`config.mk`:
```
export PLATFORM = sky130hd
export DESIGN_NAME = cmd_responder
export DESIGN_NICKNAME = d
export VERILOG_FILES = /design/src/rtl/cmdr_pkg.sv /design/src/rtl/cmdr_frame_fsm.sv /design/src/rtl/cmdr_reply_gen.sv /design/src/rtl/cmd_responder.sv
export SDC_FILE = /design/constraint.sdc
export NUM_CORES = 1
export LEC_CHECK = 0
export BUFFER_PORTS_ARGS = -buffer_cell sky130_fd_sc_hd__buf_2
export CORE_ASPECT_RATIO = 1.4
export CORE_MARGIN = 4
export CORE_UTILIZATION = 38
export DETAILED_ROUTE_END_ITERATION = 8
export PLACE_DENSITY = 0.77
export SLEW_MARGIN = 20
export SYNTH_ARGS = -nofsm -noshare
export SYNTH_HDL_FRONTEND = slang
export SYNTH_HIERARCHICAL = 1
export SYNTH_SLANG_ARGS = --single-unit
```
`constraint.sdc`:
```
create_clock -name clk -period 2.38 [get_ports clk]
set_clock_uncertainty 0.05 [all_clocks]
set_input_delay 0.476 -clock clk [delete_from_list [all_inputs] [get_ports clk]]
set_output_delay 0.476 -clock clk [all_outputs]
set_load 0.02 [all_outputs]
```
`src/rtl/cmdr_pkg.sv`:
```
package cmdr_pkg;

  typedef enum logic [0:0] {FR_HUNT, FR_CODE} frame_st_e;
  typedef enum logic [1:0] {RK_ACK, RK_NAK, RK_QUERY} reply_kind_e;

  localparam logic [7:0] SYNC_BYTE = 8'hFF;

  function automatic logic is_query(input logic [7:0] code);
    return code[7];
  endfunction

  function automatic logic code_known(input logic [7:0] code, input int n_ctrl,
                                      input int n_query);
    if (code[7]) return int'(code[6:0]) < n_query;
    return int'(code[6:0]) < n_ctrl;
  endfunction

  function automatic int reply_len(input logic [7:0] code, input int n_ctrl,
                                   input int n_query, input int pbytes);
    if (code_known(code, n_ctrl, n_query) && is_query(code)) return pbytes + 1;
    return 1;
  endfunction

endpackage

```
`src/rtl/cmdr_frame_fsm.sv`:
```
module cmdr_frame_fsm
  import cmdr_pkg::*;
(
  input  logic       clk,
  input  logic       rst_n,
  input  logic       rx_valid,
  input  logic [7:0] rx_data,
  input  logic       busy,
  output logic       frame_hit,
  output logic [7:0] frame_code
);

  frame_st_e st_q;
  logic      rx_take;

  assign rx_take    = rx_valid && !busy;
  assign frame_hit  = (st_q == FR_CODE) && rx_take && (rx_data != SYNC_BYTE);
  assign frame_code = rx_data;

  always_ff @(posedge clk) begin
    if (!rst_n) begin
      st_q <= FR_HUNT;
    end else if (rx_take) begin
      case (st_q)
        FR_HUNT: if (rx_data == SYNC_BYTE) st_q <= FR_CODE;
        default: if (rx_data != SYNC_BYTE) st_q <= FR_HUNT;
      endcase
    end
  end

  AST_RX_IGNORED_BUSY: assert property (@(posedge clk) disable iff (!rst_n)
    busy && rx_valid |=> $stable(st_q));

  AST_HUNT_NEEDS_SYNC: assert property (@(posedge clk) disable iff (!rst_n)
    (st_q == FR_HUNT) && rx_take && (rx_data != SYNC_BYTE) |=> (st_q == FR_HUNT));

  AST_REPEAT_SYNC_WAITS: assert property (@(posedge clk) disable iff (!rst_n)
    (st_q == FR_CODE) && rx_take && (rx_data == SYNC_BYTE) |=> (st_q == FR_CODE));

endmodule

```
`src/rtl/cmdr_reply_gen.sv`:
```
module cmdr_reply_gen
  import cmdr_pkg::*;
#(
  parameter int         NUM_CTRL    = 4,
  parameter int         NUM_QUERY   = 2,
  parameter int         PARAM_BYTES = 4,
  parameter logic [7:0] ACK_BYTE    = 8'h06,
  parameter logic [7:0] NAK_BYTE    = 8'h15
) (
  input  logic                                clk,
  input  logic                                rst_n,
  input  logic                                frame_hit,
  input  logic [7:0]                          frame_code,
  input  logic [NUM_QUERY*PARAM_BYTES*8-1:0]  param_bank,
  input  logic                                tx_ready,
  output logic                                busy,
  output logic                                tx_valid,
  output logic [7:0]                          tx_data,
  output logic                                cmd_pulse,
  output logic [7:0]                          cmd_code
);

  localparam int BANK_BYTES = NUM_QUERY * PARAM_BYTES;
  localparam int IDX_W      = $clog2(PARAM_BYTES + 1);
  localparam int GRP_W      = (NUM_QUERY > 1) ? $clog2(NUM_QUERY) : 1;
  localparam int SEL_W      = (BANK_BYTES > 1) ? $clog2(BANK_BYTES) : 1;

  logic [7:0]       bank_b [BANK_BYTES];
  reply_kind_e      kind_q;
  logic [GRP_W-1:0] grp_q;
  logic [IDX_W-1:0] idx_q;
  logic             busy_q, pulse_q;
  logic [7:0]       code_q;
  logic             last_byte, tx_fire;
  logic [SEL_W-1:0] sel;

  for (genvar i = 0; i < BANK_BYTES; i++) begin : g_bank
    assign bank_b[i] = param_bank[8*i +: 8];
  end

  assign busy      = busy_q;
  assign tx_valid  = busy_q;
  assign cmd_pulse = pulse_q;
  assign cmd_code  = code_q;
  assign tx_fire   = busy_q && tx_ready;
  assign last_byte = (kind_q != RK_QUERY) || (idx_q == IDX_W'(PARAM_BYTES));

  always_comb begin
    sel = '0;
    case (kind_q)
      RK_ACK:  tx_data = ACK_BYTE;
      RK_NAK:  tx_data = NAK_BYTE;
      default: begin
        if (idx_q == '0) begin
          tx_data = 8'(PARAM_BYTES);
        end else begin
          sel     = SEL_W'(int'(grp_q) * PARAM_BYTES + int'(idx_q) - 1);
          tx_data = bank_b[sel];
        end
      end
    endcase
  end

  always_ff @(posedge clk) begin
    if (!rst_n) begin
      busy_q  <= 1'b0;
      pulse_q <= 1'b0;
      kind_q  <= RK_ACK;
      grp_q   <= '0;
      idx_q   <= '0;
      code_q  <= '0;
    end else begin
      pulse_q <= 1'b0;
      if (!busy_q) begin
        if (frame_hit) begin
          busy_q  <= 1'b1;
          idx_q   <= '0;
          code_q  <= frame_code;
          pulse_q <= code_known(frame_code, NUM_CTRL, NUM_QUERY);
          if (!code_known(frame_code, NUM_CTRL, NUM_QUERY)) begin
            kind_q <= RK_NAK;
          end else if (is_query(frame_code)) begin
            kind_q <= RK_QUERY;
            grp_q  <= GRP_W'(frame_code[6:0]);
          end else begin
            kind_q <= RK_ACK;
          end
        end
      end else if (tx_fire) begin
        if (last_byte) busy_q <= 1'b0;
        else           idx_q  <= idx_q + 1'b1;
      end
    end
  end

  AST_TX_HOLD: assert property (@(posedge clk) disable iff (!rst_n)
    tx_valid && !tx_ready |=> tx_valid && $stable(tx_data));

  AST_PULSE_SINGLE: assert property (@(posedge clk) disable iff (!rst_n)
    cmd_pulse |=> !cmd_pulse);

  AST_PULSE_STARTS_REPLY: assert property (@(posedge clk) disable iff (!rst_n)
    cmd_pulse |-> $rose(tx_valid));

  AST_REPLY_FOLLOWS_FRAME: assert property (@(posedge clk) disable iff (!rst_n)
    $rose(tx_valid) |-> $past(frame_hit));

  AST_NAK_NO_PULSE: assert property (@(posedge clk) disable iff (!rst_n)
    $rose(tx_valid) && (tx_data == NAK_BYTE) |-> !cmd_pulse);

endmodule

```
`src/rtl/cmd_responder.sv`:
```
module cmd_responder
  import cmdr_pkg::*;
#(
  parameter int         NUM_CTRL    = 4,
  parameter int         NUM_QUERY   = 2,
  parameter int         PARAM_BYTES = 4,
  parameter logic [7:0] ACK_BYTE    = 8'h06,
  parameter logic [7:0] NAK_BYTE    = 8'h15
) (
  input  logic                               clk,
  input  logic                               rst_n,
  input  logic                               rx_valid,
  input  logic [7:0]                         rx_data,
  input  logic                               tx_ready,
  output logic                               tx_valid,
  output logic [7:0]                         tx_data,
  input  logic [NUM_QUERY*PARAM_BYTES*8-1:0] param_bank,
  output logic                               cmd_pulse,
  output logic [7:0]                         cmd_code
);

  logic       busy;
  logic       frame_hit;
  logic [7:0] frame_code;

  cmdr_frame_fsm i_frame (
    .clk       (clk),
    .rst_n     (rst_n),
    .rx_valid  (rx_valid),
    .rx_data   (rx_data),
    .busy      (busy),
    .frame_hit (frame_hit),
    .frame_code(frame_code)
  );

  cmdr_reply_gen #(
    .NUM_CTRL   (NUM_CTRL),
    .NUM_QUERY  (NUM_QUERY),
    .PARAM_BYTES(PARAM_BYTES),
    .ACK_BYTE   (ACK_BYTE),
    .NAK_BYTE   (NAK_BYTE)
  ) i_reply (
    .clk       (clk),
    .rst_n     (rst_n),
    .frame_hit (frame_hit),
    .frame_code(frame_code),
    .param_bank(param_bank),
    .tx_ready  (tx_ready),
    .busy      (busy),
    .tx_valid  (tx_valid),
    .tx_data   (tx_data),
    .cmd_pulse (cmd_pulse),
    .cmd_code  (cmd_code)
  );

  AST_IDLE_AFTER_RESET: assert property (@(posedge clk)
    !rst_n |=> !tx_valid && !cmd_pulse);

  AST_PULSE_CODE_KNOWN: assert property (@(posedge clk) disable iff (!rst_n)
    cmd_pulse |-> (cmd_code != SYNC_BYTE));

endmodule

```
==> reports/results.tsv, run 1 <==
metric	value	unit
cts_tree	yes	
reg2regPathDepth	7	
synth_fp_nets	218	
drtIter0Drc	118	
slowest_delay	0.34	ns
synthesis.area	1400	sq um
synth_top_area_cell	mux4_2	
grt_pass1_wl	6.61	mm
wirelength	4.17	mm
critPathKind	reg -> out	
violations	negative setup slack	
wl_per_cell	15.2	um
r2r_end	i_reply/grp_q	
fmax	414	MHz
setup_tns	-0.0628	ns
synthTopCellsByCount	nand2_1, dfxtp_1, mux4_2, a21boi_0, buf_4	
cp_slowest_cell	dfxtp_2	
remaining_drc_errors	0	
yosysMostFrequentCell	nand2_1	
crit_arrival	1.89	ns
ys_types	34	
power_density	291	nW/um^2
whs	0.416	ns
diodes	0	
clk_pin_slew_worst_paths	0.06	ns
htree_levels	1	
pwr-share-comb	0.172	
die_h	79.8	um
synth_area_per_cell	10.1	sq um
vias	1434	
rows	25	
hp-start	i_reply/cmd_code[4]	
leakage	0.919	nW
synth_area_leaders	mux4_2, dfxtp_1, nand2_1	
synthToLayoutAreaGrowth	48.1	%
hold_violations	0	
synth_top_area_frac	0.258	
fin_util	0.596	
tightest_slew	0.265	ns
syn_inst	139	
crit_required	1.85	ns
layout-drive-gt1-share	0.591	
clock_tree.root_cell	clkbuf_8	
cts_num_sinks	17	
gp_congestion	0.796	
ioPinCount	94	
worstSkewPairLatency	0.25	ns
switching_share	0.222	
timing.final.crit_share	1.01	
portBuffers	93	
setup_ws	-0.0331	ns
status	finished with violations	
pwr-share-clk	0.355	
initial_core_util	0.403	
yosysWarnings	6	
p_switching	0.000134	W
r2r_start	i_reply/busy	
globalRoute.totalOverflow	0	
min_to	i_reply/cmd_code[4]	
internal_power	0.000468	W
finalSetupViolCount	4	
holdBufCountCts	0	
rsz0062_at_grt	yes	
startpoint	i_reply/idx_q[0]	
die_w	59.3	um
maxCapViolCount	0	
r2r_slack	0.66	ns
cts_buffers	3	
sequentialPowerShare	0.473	
synth-main-ff-cell	dfxtp_1	
yosysSeqAreaShare	0.244	
crit_chain	buf_12 -> ha_4 -> xor2_4 -> xnor2_4 -> buf_6 -> mux2i_1 -> nor2_1 -> buf_4	
final_max_slew_viol_count	0	
async_reset_ff_frac	0	
die_area	4730	sq um
grt.total_usage	0.178	
holdPathStages	2	
grt_pass1_vias	1512	
grt_start_max_net_pins	18	
synth-edff-count	0	
ant_nets	0	
critPathMaxFanout	4	
period_minus_slack	2.41	ns
crit_path_start_kind	register	
hpwl	3.32	mm
ir_worst_vdd	0.000359	V
clk_path_buf_depth	2	
finalNetCount	315	
hold_class	reg -> reg	
core	3470	sq um
dr.pass1.iters	4	
critPathCaptureType	output pin	
antenna_found_initial	0	
ys_seq_elements	17	
via_per_inst	5.21	
max_slew_margin	0.823	
==> final cells by class <==
type                            count  area, sq um
Fill cell                         307         1400
Timing Repair Buffer              108          632
Clock buffer                        3         41.3
Tap cell                           40         50.0
Inverter                            4         15.0
Clock inverter                      1         5.00
Sequential cell                    17          342
Multi-Input combinational cell    102          985
==> placed cells by master (no fill, tap or decap), types with 2 or more instances in the layout <==
master / instances
and3_1: 2
nand3_1: 2
inv_1: 2
nand2b_1: 3
buf_4: 11
nor2_1: 8
o21ai_0: 2
buf_2: 91
ha_4: 2
a21boi_0: 10
mux2i_1: 6
dfxtp_1: 16
nand2_1: 22
inv_2: 2
buf_12: 3
mux4_2: 16
buf_6: 3
nand4_1: 2
clkbuf_8: 3
and4_1: 2
nor2b_1: 3
and2_1: 3
o21ai_1: 3
==> power by group through the flow <==
stage | logic, W | clock network [W] | registers (W)
floorplan | 0.0000441 | 0 | 0.000291
global placement | 0.0000989 | 0 | 0.000291
detailed placement | 0.000101 | 0 | 0.000291
CTS | 0.000101 | 0.000217 | 0.000285
global route | 0.000112 | 0.000230 | 0.000284
finish | 0.000104 | 0.000214 | 0.000285
==> state kept, by name, indices dropped and copies added (netlist names) <==
| signal | cells |
|---|---|
| i_frame/st_q | 1 |
| i_reply/grp_q | 1 |
| i_reply/cmd_pulse | 1 |
| i_reply/cmd_code | 8 |
| i_reply/idx_q | 3 |
| i_reply/busy | 1 |
| i_reply/kind_q | 2 |
==> worst max-delay path: cells and delay by family, from the launching register on <==
family / cells / cell delay, ns
xor+xnor: 2 / 0.39
flops: 1 / 0.34
mux: 1 / 0.23
simple gates: 1 / 0.06
fa+ha+maj: 1 / 0.16
buf+inv: 3 / 0.46
==> per-stage QoR <==
step / setup WS (ns) / cell area [sq um] / std cells / total power, W
finish: -0.0331 / 2070 / 275 / 0.000602
global route: -0.116 / 2070 / 275 / 0.000626
CTS: -0.0323 / 2070 / 275 / 0.000603
detailed placement: 0.0541 / 1890 / 265 / 0.000392
global placement: 0.135 / 1890 / 265 / 0.000390
floorplan: 0.00172 / 1420 / 139 / 0.000335
==> what timing repair did <==
action | 4_1_cts | 5_1_grt
buffers inserted | 6 | 0
pin swaps | 2 | 0
setup endpoints to repair | 8 | 8
gates resized for setup | 12 | 2
==> routing by layer <==
metal	vias to the layer above	wire, um	global-route usage
li1	687	-	-
met1	636	1600	0.212
met2	99	1860	0.303
met3	12	639	0.0485
met4	0	77	0.0567
met5	-	0	0
==> worst max path at each step <==
stage	end	slack [ns]	depth (start not counted)
3_5_place_dp	tx_data[6]	0.05	8
5_1_grt	tx_data[6]	-0.12	8
3_3_place_gp	tx_data[7]	0.14	8
2_1_floorplan	tx_data[2]	0.002	8
6_report	tx_data[6]	-0.03	8
4_1_cts	tx_data[6]	-0.03	8
==> kinds of logic after synthesis <==
family,count (synthesis),synth area share
mux,23,0.308
compound gates,22,0.113
buf+inv,20,0.0904
fa+ha+maj,3,0.0269
flops,17,0.244
xor+xnor,5,0.0501
simple gates,49,0.168
Power figures use the tool's default switching activity.
==> inputs of run 2 (changes only) <==
Settings changed: SETUP_SLACK_MARGIN set to 0.5.
==> run 2 against run 1 <==
Effect of this change:
- the run now ends clean
- count of clock-buffer cells in the layout increased by 1
- final cell count down 1.5%
- power shrank 1.3%
- combinational power barely moved
- non-clock buffer count shrank 4
- largest cell class unchanged
- highest routed layer unchanged
==> reports/results.tsv, run 2 (same netlist as run 1, synthesis figures left out) <==
metric	value	unit
status	completed	
finalPower	0.000594	W
diodes	0	
remaining_drc_errors	0	
gp_congestion	0.789	
rsz0062_at_grt	yes	
crit_required	1.85	ns
fin_util	0.604	
wl_per_cell	16.1	um
clock_tree.root_cell	clkbuf_8	
fmax	422	MHz
finalSetupViolCount	0	
synthToLayoutAreaGrowth	50.0	%
critPathKind	reg -> out	
htree_levels	1	
timing.final.crit_share	0.996	
drtIter0Drc	89	
crit_arrival	1.84	ns
hold_class	reg -> reg	
worstSkewPairLatency	0.24	ns
seq_area	345	sq um
path_delay_family	multiplexers	
final_common_cell	buf_2	
cts_tree	yes	
ioPinCount	94	
ant_nets	0	
slowest_delay	0.40	ns
antenna_found_initial	0	
fill_cells	289	
multiInputGateArea	1010	sq um
critPathCaptureType	output pin	
max_slew_margin	0.647	
hpwl	3.39	mm
via_per_inst	5.46	
power_density	283	nW/um^2
grt.total_usage	0.190	
layout-drive-gt1-share	0.619	
dr.pass1.iters	4	
leakage	0.907	nW
final_max_slew_viol_count	0	
clk_pin_slew_worst_paths	0.06	ns
die_area	4730	sq um
maxCapViolCount	0	
period_minus_slack	2.37	ns
grt_pass1_wl	6.97	mm
cp_slowest_cell	dfxtp_4	
globalRoute.totalOverflow	0	
core	3470	sq um
largest_reg_flops	8	
crit_path_start_kind	register	
grt_start_max_net_pins	18	
grt_pass1_vias	1598	
critPathMaxFanout	8	
crit_chain	inv_6 -> ha_4 -> buf_8 -> mux4_2 -> mux2i_2 -> nor2_2 -> buf_6	
clk_path_buf_depth	2	
layout_common_cells	buf_2, nand2_1, mux4_2, dfxtp_1, buf_6	
cts_num_sinks	17	
ir_worst_vdd	0.000275	V
holdBufCountCts	0	
crit_buf_inv	3	
vias	1481	
wirelength	4.38	mm
die_w	59.3	um
initial_core_util	0.403	
cts_buffers	3	
finalNetCount	311	
rows	25	
portBuffers	93	
tightest_slew	0.530	ns
die_h	79.8	um
hold_violations	0	
run 2: path summary, 6_finish.rpt:
kind / start / end / slack (ns) / cells after the start
setup reg to reg: i_reply/busy / i_reply/grp_q / 0.69 / 7
setup / recovery: i_reply/idx_q[0] / tx_data[3] / 0.01 / 7
hold / removal: i_reply/cmd_code[0] / i_reply/cmd_code[0] / 0.41 / 2
hold reg to reg: i_reply/cmd_code[0] / i_reply/cmd_code[0] / 0.41 / 2
run 2: routing by layer:
metal | wire [um] | GRT usage | vias up | share of wire
met5 | 0 | 0 | - | 0
met2 | 2190 | 0.348 | 94 | 0.50
met4 | 112 | 0.0726 | 0 | 0.026
met3 | 534 | 0.0388 | 12 | 0.12
met1 | 1530 | 0.204 | 694 | 0.35
li1 | - | - | 681 | -
run 2: power breakdown:
part | total [W] | internal, W | switching (W)
sequential | 0.000284 | 0.000284 | 0.0000000903
clock | 0.000204 | 0.000118 | 0.0000860
combinational | 0.000106 | 0.0000685 | 0.0000378
total | 0.000594 | 0.000470 | 0.000124
run 2: what timing repair did:
action                                  in CTS  in global routing
setup buffers                                7                  0
gates resized for setup                     28                  4
endpoints found under the hold margin        0                  0
endpoints found under the setup margin       8                  9
pin swaps                                    5                  4
run 2: final cells by class:
cell class	instances	area share
multi-input combinational	102	0.480
timing repair buffer	104	0.300
sequential	17	0.165
clock buffer	4	0.0215
inverter	4	0.00955
tap	40	0.0239
run 2: worst min-delay path, delay by kind of cell, from the launching register on:
family / cells / cell delay, ns
AOI/OAI and AO/OA: 1 / 0.06
DFF: 1 / 0.31
and+or+nand+nor: 1 / 0.05
run 2: through the flow:
stage	hold WS, ns	cells	setup WS, ns	setup TNS, ns	instance area (sq um)
floorplan	0.430	139	0.113	0	1470
global placement	0.402	260	0.120	0	1870
detailed placement	0.406	260	0.0954	0	1870
CTS	0.414	271	0.0344	0	2080
global route	0.432	271	-0.0675	-0.337	2100
finish	0.410	271	0.0100	0	2100
==> inputs of run 3 (changes only) <==
Settings changed: CORE_UTILIZATION 38 to 39, CTS_BUF_LIST set to sky130_fd_sc_hd__clkbuf_8, PLACE_DENSITY 0.77 to 0.79.
==> run 3 against run 2 <==
Effect of this change:
- the flow now finishes with violations (negative setup slack)
- largest cell class unchanged
- non-clock buffer count is 3 higher
- die area is 2.3% lower
- core utilization is 2.9 points higher
- register-to-register slack hardly changed
- fmax is 4.5% lower
- setup slack worse by 0.11 ns
==> reports/results.tsv, run 3 (same netlist as run 1, synthesis figures left out) <==
metric	value	unit
status	finished with violations	
violations	negative setup slack	
core	3410	sq um
timing.final.crit_share	1.04	
holdPathStages	2	
rows	25	
grt_pass1_wl	6.97	mm
worstSkewPairLatency	0.25	ns
period_minus_slack	2.48	ns
max_slew_margin	0.629	
clk_path_buf_depth	2	
tightest_slew	0.556	ns
clk_pin_slew_worst_paths	0.06	ns
final_max_slew_viol_count	0	
crit_buf_inv	3	
cts_tree	yes	
finalSetupViolCount	7	
ioPinCount	94	
min_to	i_reply/cmd_code[4]	
grt_pass1_vias	1492	
synthToLayoutAreaGrowth	54.5	%
crit_arrival	1.96	ns
initial_core_util	0.410	
hold_violations	0	
ir_worst_vdd	0.000328	V
final_common_cell	buf_2	
slowest_delay	0.37	ns
grt.total_usage	0.194	
reg2regPathDepth	7	
clock_tree.root_cell	clkbuf_8	
globalRoute.totalOverflow	0	
cp_slowest_cell	dfxtp_2	
maxCapViolCount	0	
via_per_inst	5.28	
r2r_slack	0.69	ns
layout-drive-gt1-share	0.632	
rsz0062_at_grt	yes	
wirelength	4.79	mm
critPathKind	reg -> out	
wl_per_cell	17.5	um
ant_nets	0	
htree_levels	1	
vias	1447	
power_density	279	nW/um^2
antenna_found_initial	0	
hold_class	reg -> reg	
finalNetCount	314	
die_h	78.8	um
fill_cells	286	
hp-start	i_reply/cmd_code[4]	
cts_num_sinks	17	
crit_path_start_kind	register	
die_area	4620	sq um
portBuffers	93	
die_w	58.6	um
critPathCaptureType	output pin	
path_delay_family	multiplexers	
gp_congestion	0.813	
layout_common_cells	buf_2, nand2_1, mux4_2, dfxtp_1, a21boi_0	
whs	0.414	ns
cts_buffers	3	
drtIter0Drc	72	
diodes	0	
r2r_start	i_reply/busy	
remaining_drc_errors	0	
r2r_end	i_reply/grp_q	
crit_chain	inv_2 -> ha_4 -> buf_12 -> mux4_2 -> mux2i_2 -> o22ai_2 -> buf_6	
largest_reg_flops	8	
fin_util	0.633	
critPathMaxFanout	7	
fmax	403	MHz
dr.pass1.iters	4	
hpwl	3.36	mm
grt_start_max_net_pins	18	
crit_required	1.85	ns
setup_ws	-0.102	ns
leakage	0.941	nW
run 3: cell types whose count changed in the layout (fill, tap and decap cells not counted), sizes merged:
cell | before | now
buf | 104 | 106
clkinv | 0 | 1
run 3: timing repair:
action                     4_1_cts  5_1_grt
hold buffers                     0        0
pin swaps                        3        3
resized for setup               23        4
setup endpoints to repair        8        8
gates cloned                     0        1
buffers inserted                 5        5
run 3: worst max path at each step:
stage | from | to | slack, ns | cells after the start
finish | i_reply/idx_q[1] | tx_data[1] | -0.10 | 7
detailed placement | i_reply/idx_q[1] | tx_data[1] | 0.05 | 7
global route | i_reply/idx_q[1] | tx_data[1] | -0.17 | 7
floorplan | i_reply/idx_q[0] | tx_data[2] | 0.11 | 8
global placement | i_reply/idx_q[1] | tx_data[1] | 0.12 | 7
CTS | i_reply/idx_q[0] | tx_data[2] | -0.008 | 5
run 3: power breakdown:
group	switching, W	internal [W]
clock network	0.0000944	0.000116
registers	0.0000000901	0.000283
logic	0.0000394	0.0000693
total	0.000134	0.000469
run 3: worst min-delay path, cell delays in order, from the launching register on:
cell and delay, ns:
dfxtp_1 0.31, nand2_1 0.05, a21boi_0 0.06
run 3: per-layer routing:
layer,wire (um),track usage,vias to the layer above
met5,0,0,-
met4,10,0.0385,0
met3,493,0.0553,2
met2,2460,0.361,84
met1,1830,0.213,672
li1,-,-,689
run 3: layout make-up:
class	instances	area [sq um]	area share
clock buffer	3	41.3	0.0191
clock inverter	1	5.00	0.00232
inverter	4	20.0	0.00927
multi-input combinational	102	1010	0.468
sequential	17	345	0.160
tap	40	50.0	0.0232
timing repair buffer	107	688	0.319
run 3: metrics by stage:
stage | cell area [sq um] | std cells | setup WS (ns) | setup TNS (ns) | total power, W
final | 2160 | 274 | -0.102 | -0.305 | 0.000603
after global placement | 1880 | 259 | 0.120 | 0 | 0.000389
after detailed placement | 1880 | 259 | 0.0533 | 0 | 0.000392
after CTS | 2080 | 268 | -0.00752 | -0.00752 | 0.000604
after global routing | 2160 | 274 | -0.170 | -0.845 | 0.000639
after floorplan | 1470 | 139 | 0.113 | 0 | 0.000336
